File: config.mk
export PLATFORM = sky130hd
export DESIGN_NAME = amd_ext_decoder
export DESIGN_NICKNAME = d
export VERILOG_FILES = /design/src/rtl/amd_pkg.sv /design/src/rtl/amd_mode_decode.sv /design/src/rtl/amd_ext_assembler.sv /design/src/rtl/amd_fetch_seq.sv /design/src/rtl/amd_ext_decoder.sv
export SDC_FILE = /design/constraint.sdc
export NUM_CORES = 1
export LEC_CHECK = 0
export BUFFER_PORTS_ARGS = -buffer_cell sky130_fd_sc_hd__buf_2
export CAP_MARGIN = 20
export CORE_UTILIZATION = 45
export DETAILED_ROUTE_END_ITERATION = 6
export GPL_TIMING_DRIVEN = 0
export PLACE_DENSITY_LB_ADDON = 0.08
export SKIP_LAST_GASP = 1
export SLEW_MARGIN = 20
export SYNTH_ARGS = -nofsm -noshare
export SYNTH_HDL_FRONTEND = slang
export SYNTH_SLANG_ARGS = --single-unit
File: constraint.sdc
create_clock -name clk -period 4.7 [get_ports clk]
set_clock_uncertainty 0.15 [all_clocks]
set_input_delay 0.235 -clock clk [delete_from_list [all_inputs] [get_ports clk]]
set_output_delay 0.235 -clock clk [all_outputs]
set_load 0.05 [all_outputs]
File: src/rtl/amd_pkg.sv
package amd_pkg;
   localparam int FLAG_W = 8;
   localparam int F_DIRECT  = 0;
   localparam int F_PREDEC  = 1;
   localparam int F_POSTINC = 2;
   localparam int F_OFFSET  = 3;
   localparam int F_INDEXED = 4;
   localparam int F_ABS     = 5;
   localparam int F_PCREL   = 6;
   localparam int F_IMMED   = 7;

   typedef enum logic [1:0] {
      ST_OK      = 2'd0,
      ST_ILLEGAL = 2'd1,
      ST_FAULT   = 2'd2,
      ST_UNSUP   = 2'd3
   } amd_status_e;

   typedef struct packed {
      logic [3:0]        regnum;
      logic [FLAG_W-1:0] flags;
      logic [1:0]        words;
      logic              illegal;
      logic              unsup;
   } amd_decode_t;
endpackage

File: src/rtl/amd_mode_decode.sv
module amd_mode_decode
   import amd_pkg::*;
#(
   parameter int SIZE_W = 4
) (
   input  logic [5:0]        modreg,
   input  logic [SIZE_W-1:0] op_size,
   output amd_decode_t       dec
);
   localparam logic [SIZE_W-1:0] ONE_WORD_MAX = SIZE_W'(2);
   localparam logic [SIZE_W-1:0] FIT_MAX      = SIZE_W'(4);

   logic [2:0] lo;
   assign lo = modreg[2:0];

   always_comb begin
      dec        = '0;
      dec.regnum = {1'b1, lo};
      case (modreg[5:3])
         3'd0: begin
            dec.regnum          = {1'b0, lo};
            dec.flags[F_DIRECT] = 1'b1;
         end
         3'd1: dec.flags[F_DIRECT]  = 1'b1;
         3'd2: dec.flags            = '0;
         3'd3: dec.flags[F_POSTINC] = 1'b1;
         3'd4: dec.flags[F_PREDEC]  = 1'b1;
         3'd5: begin
            dec.flags[F_OFFSET] = 1'b1;
            dec.words           = 2'd1;
         end
         3'd6: begin
            dec.flags[F_INDEXED] = 1'b1;
            dec.words            = 2'd1;
         end
         default: begin
            dec.regnum = {1'b0, lo};
            case (lo)
               3'd0: begin
                  dec.flags[F_ABS] = 1'b1;
                  dec.words        = 2'd1;
               end
               3'd1: begin
                  dec.flags[F_ABS] = 1'b1;
                  dec.words        = 2'd2;
               end
               3'd2: begin
                  dec.flags[F_PCREL]  = 1'b1;
                  dec.flags[F_OFFSET] = 1'b1;
                  dec.words           = 2'd1;
               end
               3'd3: begin
                  dec.flags[F_PCREL]   = 1'b1;
                  dec.flags[F_INDEXED] = 1'b1;
                  dec.words            = 2'd1;
               end
               3'd4: begin
                  dec.flags[F_IMMED] = 1'b1;
                  if (op_size == '0)
                     dec.words = 2'd0;
                  else if (op_size <= ONE_WORD_MAX)
                     dec.words = 2'd1;
                  else
                     dec.words = 2'd2;
                  dec.unsup = (op_size > FIT_MAX);
               end
               default: dec.illegal = 1'b1;
            endcase
         end
      endcase
   end
endmodule

File: src/rtl/amd_ext_assembler.sv
module amd_ext_assembler #(
   parameter int IMM_W    = 32,
   parameter bit SIGN_EXT = 1'b1
) (
   input  logic             clk,
   input  logic             rst_n,
   input  logic             clear,
   input  logic             take_first,
   input  logic             take_second,
   input  logic [15:0]      word,
   output logic [IMM_W-1:0] imm
);
   localparam int PAD_W = IMM_W - 16;

   logic [PAD_W-1:0] pad;

   generate
      if (SIGN_EXT) begin : g_sext
         assign pad = {PAD_W{word[15]}};
      end else begin : g_zext
         assign pad = '0;
      end
   endgenerate

   always_ff @(posedge clk or negedge rst_n) begin
      if (!rst_n)
         imm <= '0;
      else if (clear)
         imm <= '0;
      else if (take_first)
         imm <= {pad, word};
      else if (take_second)
         imm <= {imm[IMM_W-17:0], word};
   end
endmodule

File: src/rtl/amd_fetch_seq.sv
module amd_fetch_seq
   import amd_pkg::*;
#(
   parameter int ADDR_W = 32,
   parameter int LEN_W  = 8
) (
   input  logic              clk,
   input  logic              rst_n,
   input  logic              start,
   input  logic [ADDR_W-1:0] pc_in,
   input  logic [LEN_W-1:0]  len_in,
   input  amd_decode_t       dec,
   input  logic              fetch_valid,
   input  logic              fetch_fault,
   output logic              accept,
   output logic              take_first,
   output logic              take_second,
   output logic              fetch_req,
   output logic [ADDR_W-1:0] fetch_addr,
   output logic              done,
   output logic [1:0]        status,
   output logic [LEN_W-1:0]  len_out
);
   typedef enum logic [2:0] {S_IDLE, S_CHECK, S_W1, S_W2, S_DONE} seq_e;

   localparam logic [LEN_W-1:0] STEP = LEN_W'(2);

   seq_e              st;
   logic [ADDR_W-1:0] pc_q;
   amd_status_e       stat_q;
   logic              good_word;
   amd_status_e       end_stat;

   assign accept      = start && (st == S_IDLE);
   assign good_word   = fetch_valid && !fetch_fault;
   assign take_first  = (st == S_W1) && good_word;
   assign take_second = (st == S_W2) && good_word;
   assign fetch_req   = (st == S_W1) || (st == S_W2);
   assign fetch_addr  = pc_q + ADDR_W'(len_out);
   assign done        = (st == S_DONE);
   assign status      = stat_q;
   assign end_stat    = dec.unsup ? ST_UNSUP : ST_OK;

   always_ff @(posedge clk or negedge rst_n) begin
      if (!rst_n) begin
         st      <= S_IDLE;
         pc_q    <= '0;
         len_out <= '0;
         stat_q  <= ST_OK;
      end else begin
         case (st)
            S_IDLE: if (start) begin
               pc_q    <= pc_in;
               len_out <= len_in;
               stat_q  <= ST_OK;
               st      <= S_CHECK;
            end
            S_CHECK: begin
               if (dec.illegal) begin
                  stat_q <= ST_ILLEGAL;
                  st     <= S_DONE;
               end else if (dec.words == 2'd0) begin
                  stat_q <= end_stat;
                  st     <= S_DONE;
               end else begin
                  st <= S_W1;
               end
            end
            S_W1: if (fetch_valid) begin
               if (fetch_fault) begin
                  stat_q <= ST_FAULT;
                  st     <= S_DONE;
               end else begin
                  len_out <= len_out + STEP;
                  if (dec.words == 2'd2) begin
                     st <= S_W2;
                  end else begin
                     stat_q <= end_stat;
                     st     <= S_DONE;
                  end
               end
            end
            S_W2: if (fetch_valid) begin
               if (fetch_fault) begin
                  stat_q <= ST_FAULT;
               end else begin
                  len_out <= len_out + STEP;
                  stat_q  <= end_stat;
               end
               st <= S_DONE;
            end
            default: st <= S_IDLE;
         endcase
      end
   end
endmodule

File: src/rtl/amd_ext_decoder.sv
module amd_ext_decoder
   import amd_pkg::*;
#(
   parameter int ADDR_W   = 32,
   parameter int LEN_W    = 8,
   parameter int SIZE_W   = 4,
   parameter int IMM_W    = 32,
   parameter bit SIGN_EXT = 1'b1
) (
   input  logic              clk,
   input  logic              rst_n,
   input  logic              start,
   input  logic [5:0]        modreg,
   input  logic [SIZE_W-1:0] op_size,
   input  logic [ADDR_W-1:0] pc,
   input  logic [LEN_W-1:0]  len_in,
   output logic              fetch_req,
   output logic [ADDR_W-1:0] fetch_addr,
   input  logic              fetch_valid,
   input  logic              fetch_fault,
   input  logic [15:0]       fetch_data,
   output logic              done,
   output logic [1:0]        status,
   output logic [3:0]        reg_num,
   output logic [7:0]        flags,
   output logic [IMM_W-1:0]  immed,
   output logic [LEN_W-1:0]  ins_len
);
   generate
      if (IMM_W != 32) begin : g_bad_imm
         $error("amd_ext_decoder: IMM_W must be 32");
      end
      if (SIZE_W < 3) begin : g_bad_size
         $error("amd_ext_decoder: SIZE_W must hold sizes above 4");
      end
      if (LEN_W < 3 || LEN_W > ADDR_W) begin : g_bad_len
         $error("amd_ext_decoder: LEN_W out of range");
      end
   endgenerate

   logic [5:0]        modreg_q;
   logic [SIZE_W-1:0] size_q;
   amd_decode_t       dec;
   logic              accept;
   logic              take_first;
   logic              take_second;

   always_ff @(posedge clk or negedge rst_n) begin
      if (!rst_n) begin
         modreg_q <= '0;
         size_q   <= '0;
      end else if (accept) begin
         modreg_q <= modreg;
         size_q   <= op_size;
      end
   end

   amd_mode_decode #(.SIZE_W(SIZE_W)) u_dec (
      .modreg  (modreg_q),
      .op_size (size_q),
      .dec     (dec)
   );

   amd_fetch_seq #(.ADDR_W(ADDR_W), .LEN_W(LEN_W)) u_seq (
      .clk         (clk),
      .rst_n       (rst_n),
      .start       (start),
      .pc_in       (pc),
      .len_in      (len_in),
      .dec         (dec),
      .fetch_valid (fetch_valid),
      .fetch_fault (fetch_fault),
      .accept      (accept),
      .take_first  (take_first),
      .take_second (take_second),
      .fetch_req   (fetch_req),
      .fetch_addr  (fetch_addr),
      .done        (done),
      .status      (status),
      .len_out     (ins_len)
   );

   amd_ext_assembler #(.IMM_W(IMM_W), .SIGN_EXT(SIGN_EXT)) u_asm (
      .clk         (clk),
      .rst_n       (rst_n),
      .clear       (accept),
      .take_first  (take_first),
      .take_second (take_second),
      .word        (fetch_data),
      .imm         (immed)
   );

   assign reg_num = dec.regnum;
   assign flags   = dec.flags;
endmodule

Yosys cells after proc, flatten, opt, wreduce, memory -nomap -nowiden
Cells that the tools add are included.
- bits in registers: 87
- latch bits: 0
- memory bits (writable): 0
- memory bits (read-only): 0
- bits of input ports: 71
- output and inout port bits: 88
- word-level logic and storage cells: 107
- memories kept: 0
- $add $sub $neg: 2
- multiply operators: 0
- divide/modulo/power cells: 0
- magnitude comparators: 2
- equal/unequal tests: 22
- shift-type cells: 0
- multiplexer cells: 44
- bitwise operators: 0
- reduce and logical (&&, ||, !) cells: 30
- operators with widths (cell ; number):
    two-way mux 32 bit ; 3
    adder 32 x 8 -> 32 bit ; 1
    two-way mux 2 bit ; 12
    two-way mux 3 bit ; 8
    two-way mux 8 bit ; 3
    equality test 3 x 2 -> 1 bit, second input constant ; 6
    OR reduction 6 bit ; 3
    case mux 8 bit (2 select lines) ; 1
    equality test 3 bit, second input constant ; 5
    case mux 3 bit (4 select lines) ; 1
    two-way mux 1 bit ; 10
    OR reduction 2 bit ; 5
    OR reduction 5 bit ; 2
    equality test 3 x 1 -> 1 bit, second input constant ; 3
    logical NOT 3 bit ; 3
    adder 8 x 2 -> 8 bit, second input constant ; 1
    inequality test 2 bit, second input constant ; 4
    case mux 2 bit (4 select lines) ; 1
    OR reduction 7 bit ; 1
    case mux 2 bit (3 select lines) ; 1
    AND reduction 6 bit ; 1
    greater-than comparator 4 x 3 -> 1 bit, second input constant ; 1
    less-or-equal comparator 4 x 2 -> 1 bit, second input constant ; 1
    logical AND 1 bit ; 4
    18 further kinds ; 19

Longest topological paths before layout
- depth after elaboration: 10
- depth in mapped cells: 9
- mapped depth without buffers: 8

Cells and area by module
Synthesis repeated with hierarchy kept, for this count alone.
- cells, all modules: 463
- area, all modules: 5114.9 um2
- by module, submodules not included (module ; times used ; cells an instance ; area each (um2) ; sequential area each (um2)):
    amd_fetch_seq ; 1 ; 278 ; 2941.6 ; 1126.1
    amd_ext_assembler ; 1 ; 128 ; 1546.5 ; 800.8
    amd_ext_decoder ; 1 ; 21 ; 411.6 ; 250.2
    amd_mode_decode ; 1 ; 36 ; 215.2 ; 0.0

Worst setup path before layout
No wires, ideal clock.
- kind: register to output
- start point: reg u_seq.len_out[0]
- end point: out fetch_addr[30]
- data arrival time: 3.001 ns
- required time: 4.315 ns
- path slack: 1.314 ns
- cell stages (with the launch flop): 10
- path buffers: 1
- cells stage by stage: dfrtp_1 ha_1 inv_1 fa_1 nand2b_1 a21oi_1 o41ai_1 clkbuf_1 nor3b_1 xor2_1
- word-level cells in the longest chain between the ends: 1
- ends and longest elaborated chain (item ; line ; RTL):
    from (decl) ; amd_fetch_seq.sv:22 ; output logic [LEN_W-1:0] len_out
    from (signal assigned) ; amd_fetch_seq.sv:54 ; len_out <= len_in;
    from (signal assigned) ; amd_fetch_seq.sv:74 ; len_out <= len_out + STEP;
    from (signal assigned) ; amd_fetch_seq.sv:87 ; len_out <= len_out + STEP;
    adder 32 x 8 -> 32 bit ; amd_fetch_seq.sv:39 ; assign fetch_addr = pc_q + ADDR_W'(len_out);
    to (decl) ; amd_ext_decoder.sv:18 ; output logic [ADDR_W-1:0] fetch_addr,
Every way passes these cells.

Worst setup path after layout
- start point: reg u_seq.len_out[0]
- end point: out fetch_addr[26]
The elaborated chain is that of the path after synthesis.

==> flow_summary.yaml <==
logic_synthesis:
  synthCells: 570
  yosysUniqueCellTypes: 59
  yosysWarnings: 0
  synthFlopType: "dfrtp_1"
  seq_area_frac_synth_pct: 45.7
  synth_area_per_cell_um2: 8.36
  async_flop_share_pct: 100
  synth_edf_count: 0
  synth_nets: 651
  synth-seq-cells: 87
  synth_area_um2: 4760
detailed_routing:
  drtIter0Drc: 250
  ant_nets: 0
  drc: 0
  via_per_inst: 5.06
  routedWlPerCell_um: 14.1
  drt-pass1-iter-count: 7
  drt_wl_total_mm: 13.3
  via_count: 4763
setup_path:
  rr_worst_depth: 6
  cp.arrival_ps: 3240
  r2r_slack_ps: 2330
  cp_max_fo: 10
  worstSetupEndpointType: "primary output"
  cp-start-kind: "register"
  crit_required_ps: 4320
  worstReg2RegEnd: "u_seq.pc_q[8]$_DFFE_PN0P_"
  crit_type: "register to primary output"
  worst_r2r_startpoint: "u_seq.st[2]$_DFFE_PN0P_"
layout:
  final_cells: 942
  fin_area_um2: 6560
  fillers: 938
  post-route-util_pct: 63.8
  fin_nets: 882
  drive_gt1_share_pct: 24.1
  diodes: 0
  register_area_um2: 2180
  area.growth.synth_to_final_pct: 37.7
  multiInputGateArea_um2: 2390
timing:
  timing.final.ws_setup_ps: 1070
  post-route-period-util_pct: 77.2
  relSlewSlack_pct: 39.2
  tightestPinTransition_ps: 900
  timing.hold.ws_ps: 28.6
  finalSetupViolations: 0
  fin_crit_ps: 3630
  max_freq_ghz: 0.276
  rsz0062_at_grt: "false"
  report.final.slew_viol_count: 0
  hold_viol_final: 0
  tns_ps: 0
cts:
  cts_hold_buf: 61
  path_clk_slew_ps: 80
  post-cts-setup-buffers: 0
  clk_latency_ps: 360
  root_buffer: "clkbuf_8"
  cts_tree: "built"
  cts.sinks: 87
  cts_resized: 0
  cts_buffers: 9
  htreeDepth: 3
  cts_max_path_buffers: 2
worst_hold_path:
  hp-start: "len_in[2]"
  whs_endpoint: "u_seq.len_out[2]$_DFFE_PN0P_"
  hold_class: "input pin to register"
  min_path_cells: 3
run:
  maxCapViolCount: 0
placed_design:
  hpwl_mm: 9.41
  place.gp.congestion: 0.882
  port_buffers: 158
  placed_cell_area_um2: 5760
  dp_cells: 865
  preCtsSetupSlack_ps: 1390
floorplan:
  die_h_um: 105
  rows: 37
  die-width_um: 105
  core_area_um2: 10300
  start_util_pct: 46.4
  num_io_pins: 159
  fp.dieArea_um2: 11000
global_routing:
  overflow: 0
  grt_pass1_vias: 4660
  grt_pass1_wl_mm: 22.2
  grt_start_max_net_pins: 49
  antenna_found_initial: 0
  grt_use_total_pct: 25.3
pwr:
  p_leak_nw: 3.32
  p_per_area_nw_per_um2: 739
  ir_drop_v: 0.000560
  power.total_mw: 4.85
status:
  status: "finished, final reports clean"
-- logic make-up after synthesis --
logic type      share of synthesized area [%]
xor+xnor                                 5.70
simple gates                             26.0
buf+inv                                  4.04
mux                                     0.683
fa+ha+maj                                2.78
compound gates                           15.1
flops                                    45.7
-- registers in the layout, indices dropped and copies added (netlist names) --
name	flops
modreg_q	6
size_q	4
u_asm.imm	32
u_seq.len_out	8
u_seq.pc_q	32
u_seq.st	3
u_seq.status	2
-- metal layers --
| layer | up-vias | global-route usage (%) | routed length (um) |
|---|---|---|---|
| li1 | 2401 | - | - |
| met1 | 2211 | 33.1 | 6020 |
| met2 | 138 | 42.5 | 6380 |
| met3 | 13 | 5.24 | 715 |
| met4 | 0 | 7.34 | 155 |
| met5 | - | 0 | 0 |
-- critical path, stage by stage, from the launching register on --
cell and delay, ps:
dfrtp_1 430, ha_1 260, inv_1 80, fa_1 190
nand2b_1 130, a21oi_1 110, o41ai_1 570, clkbuf_1 460
nor3_1 150, xor2_1 210, buf_2 300
-- final cells by class --
class,instances,share of cell area [%]
Inverter,8,0.458
Clock buffer,11,2.31
Tap cell,136,2.59
Buffer,36,2.48
Multi-Input combinational cell,439,36.5
Clock inverter,5,0.610
Sequential cell,87,33.2
Timing Repair Buffer,220,21.9
-- Yosys cell counts, drive strengths merged (5+ instances only) --
cell type	count	area (um^2)
clkbuf	24	91.3
inv	8	30.0
nor2b	7	43.8
nand2b	5	31.3
dfrtp	87	2180
nand2	179	672
o21ai	48	244
and3	7	43.8
nor2	26	97.6
ha	9	113
a21oi	34	170
nand3	25	125
nor3	9	50.1
xnor2	20	175
xor2	11	96.3
buf	12	71.3
-- report_power, final --
group          leakage [nW]  switching [mW]  internal [mW]  total, mW
Sequential             1.12           0.277           1.00       1.28
Combinational          2.09            2.21          0.845       3.06
Clock                 0.100           0.283          0.226      0.509
-- placed cells by master (no fill, tap or decap), types with 2 or more instances in the layout --
| master | instances |
|---|---|
| xor2_1 | 11 |
| nand2_1 | 179 |
| and3_1 | 7 |
| buf_1 | 2 |
| dfrtp_1 | 87 |
| nor4b_1 | 2 |
| o31ai_1 | 4 |
| buf_2 | 163 |
| o2111ai_1 | 2 |
| nor3b_1 | 4 |
| nor2b_1 | 7 |
| nor3_1 | 8 |
| mux2_1 | 2 |
| buf_6 | 2 |
| dlygate4sd3_1 | 61 |
| clkbuf_1 | 23 |
| ha_1 | 9 |
| clkbuf_8 | 11 |
| o22ai_1 | 3 |
| xnor2_1 | 20 |
| o21ai_1 | 6 |
| nand2b_1 | 5 |
| inv_1 | 8 |
| a31oi_1 | 2 |
| o21ai_0 | 41 |
| o211ai_1 | 4 |
| buf_4 | 3 |
| o21a_1 | 2 |
| clkinv_4 | 2 |
| inv_6 | 2 |
| a21o_1 | 4 |
| nor4_1 | 4 |
| nor2_1 | 26 |
| o41ai_1 | 2 |
| nand3_1 | 25 |
| a21oi_1 | 34 |
-- how the worst max path moves through the flow --
stage	startpoint	end	slack, ps	cells past startpoint
floorplan	u_seq.len_out[0]$_DFFE_PN0P_	fetch_addr[30]	1310	9
global placement	u_seq.len_out[0]$_DFFE_PN0P_	fetch_addr[30]	1470	10
detailed placement	u_seq.len_out[0]$_DFFE_PN0P_	fetch_addr[26]	1390	10
CTS	u_seq.len_out[0]$_DFFE_PN0P_	fetch_addr[30]	970	10
global route	u_seq.len_out[0]$_DFFE_PN0P_	fetch_addr[26]	800	10
finish	u_seq.len_out[0]$_DFFE_PN0P_	fetch_addr[26]	1070	10
No activity file was read; power rests on OpenSTA's default activity.
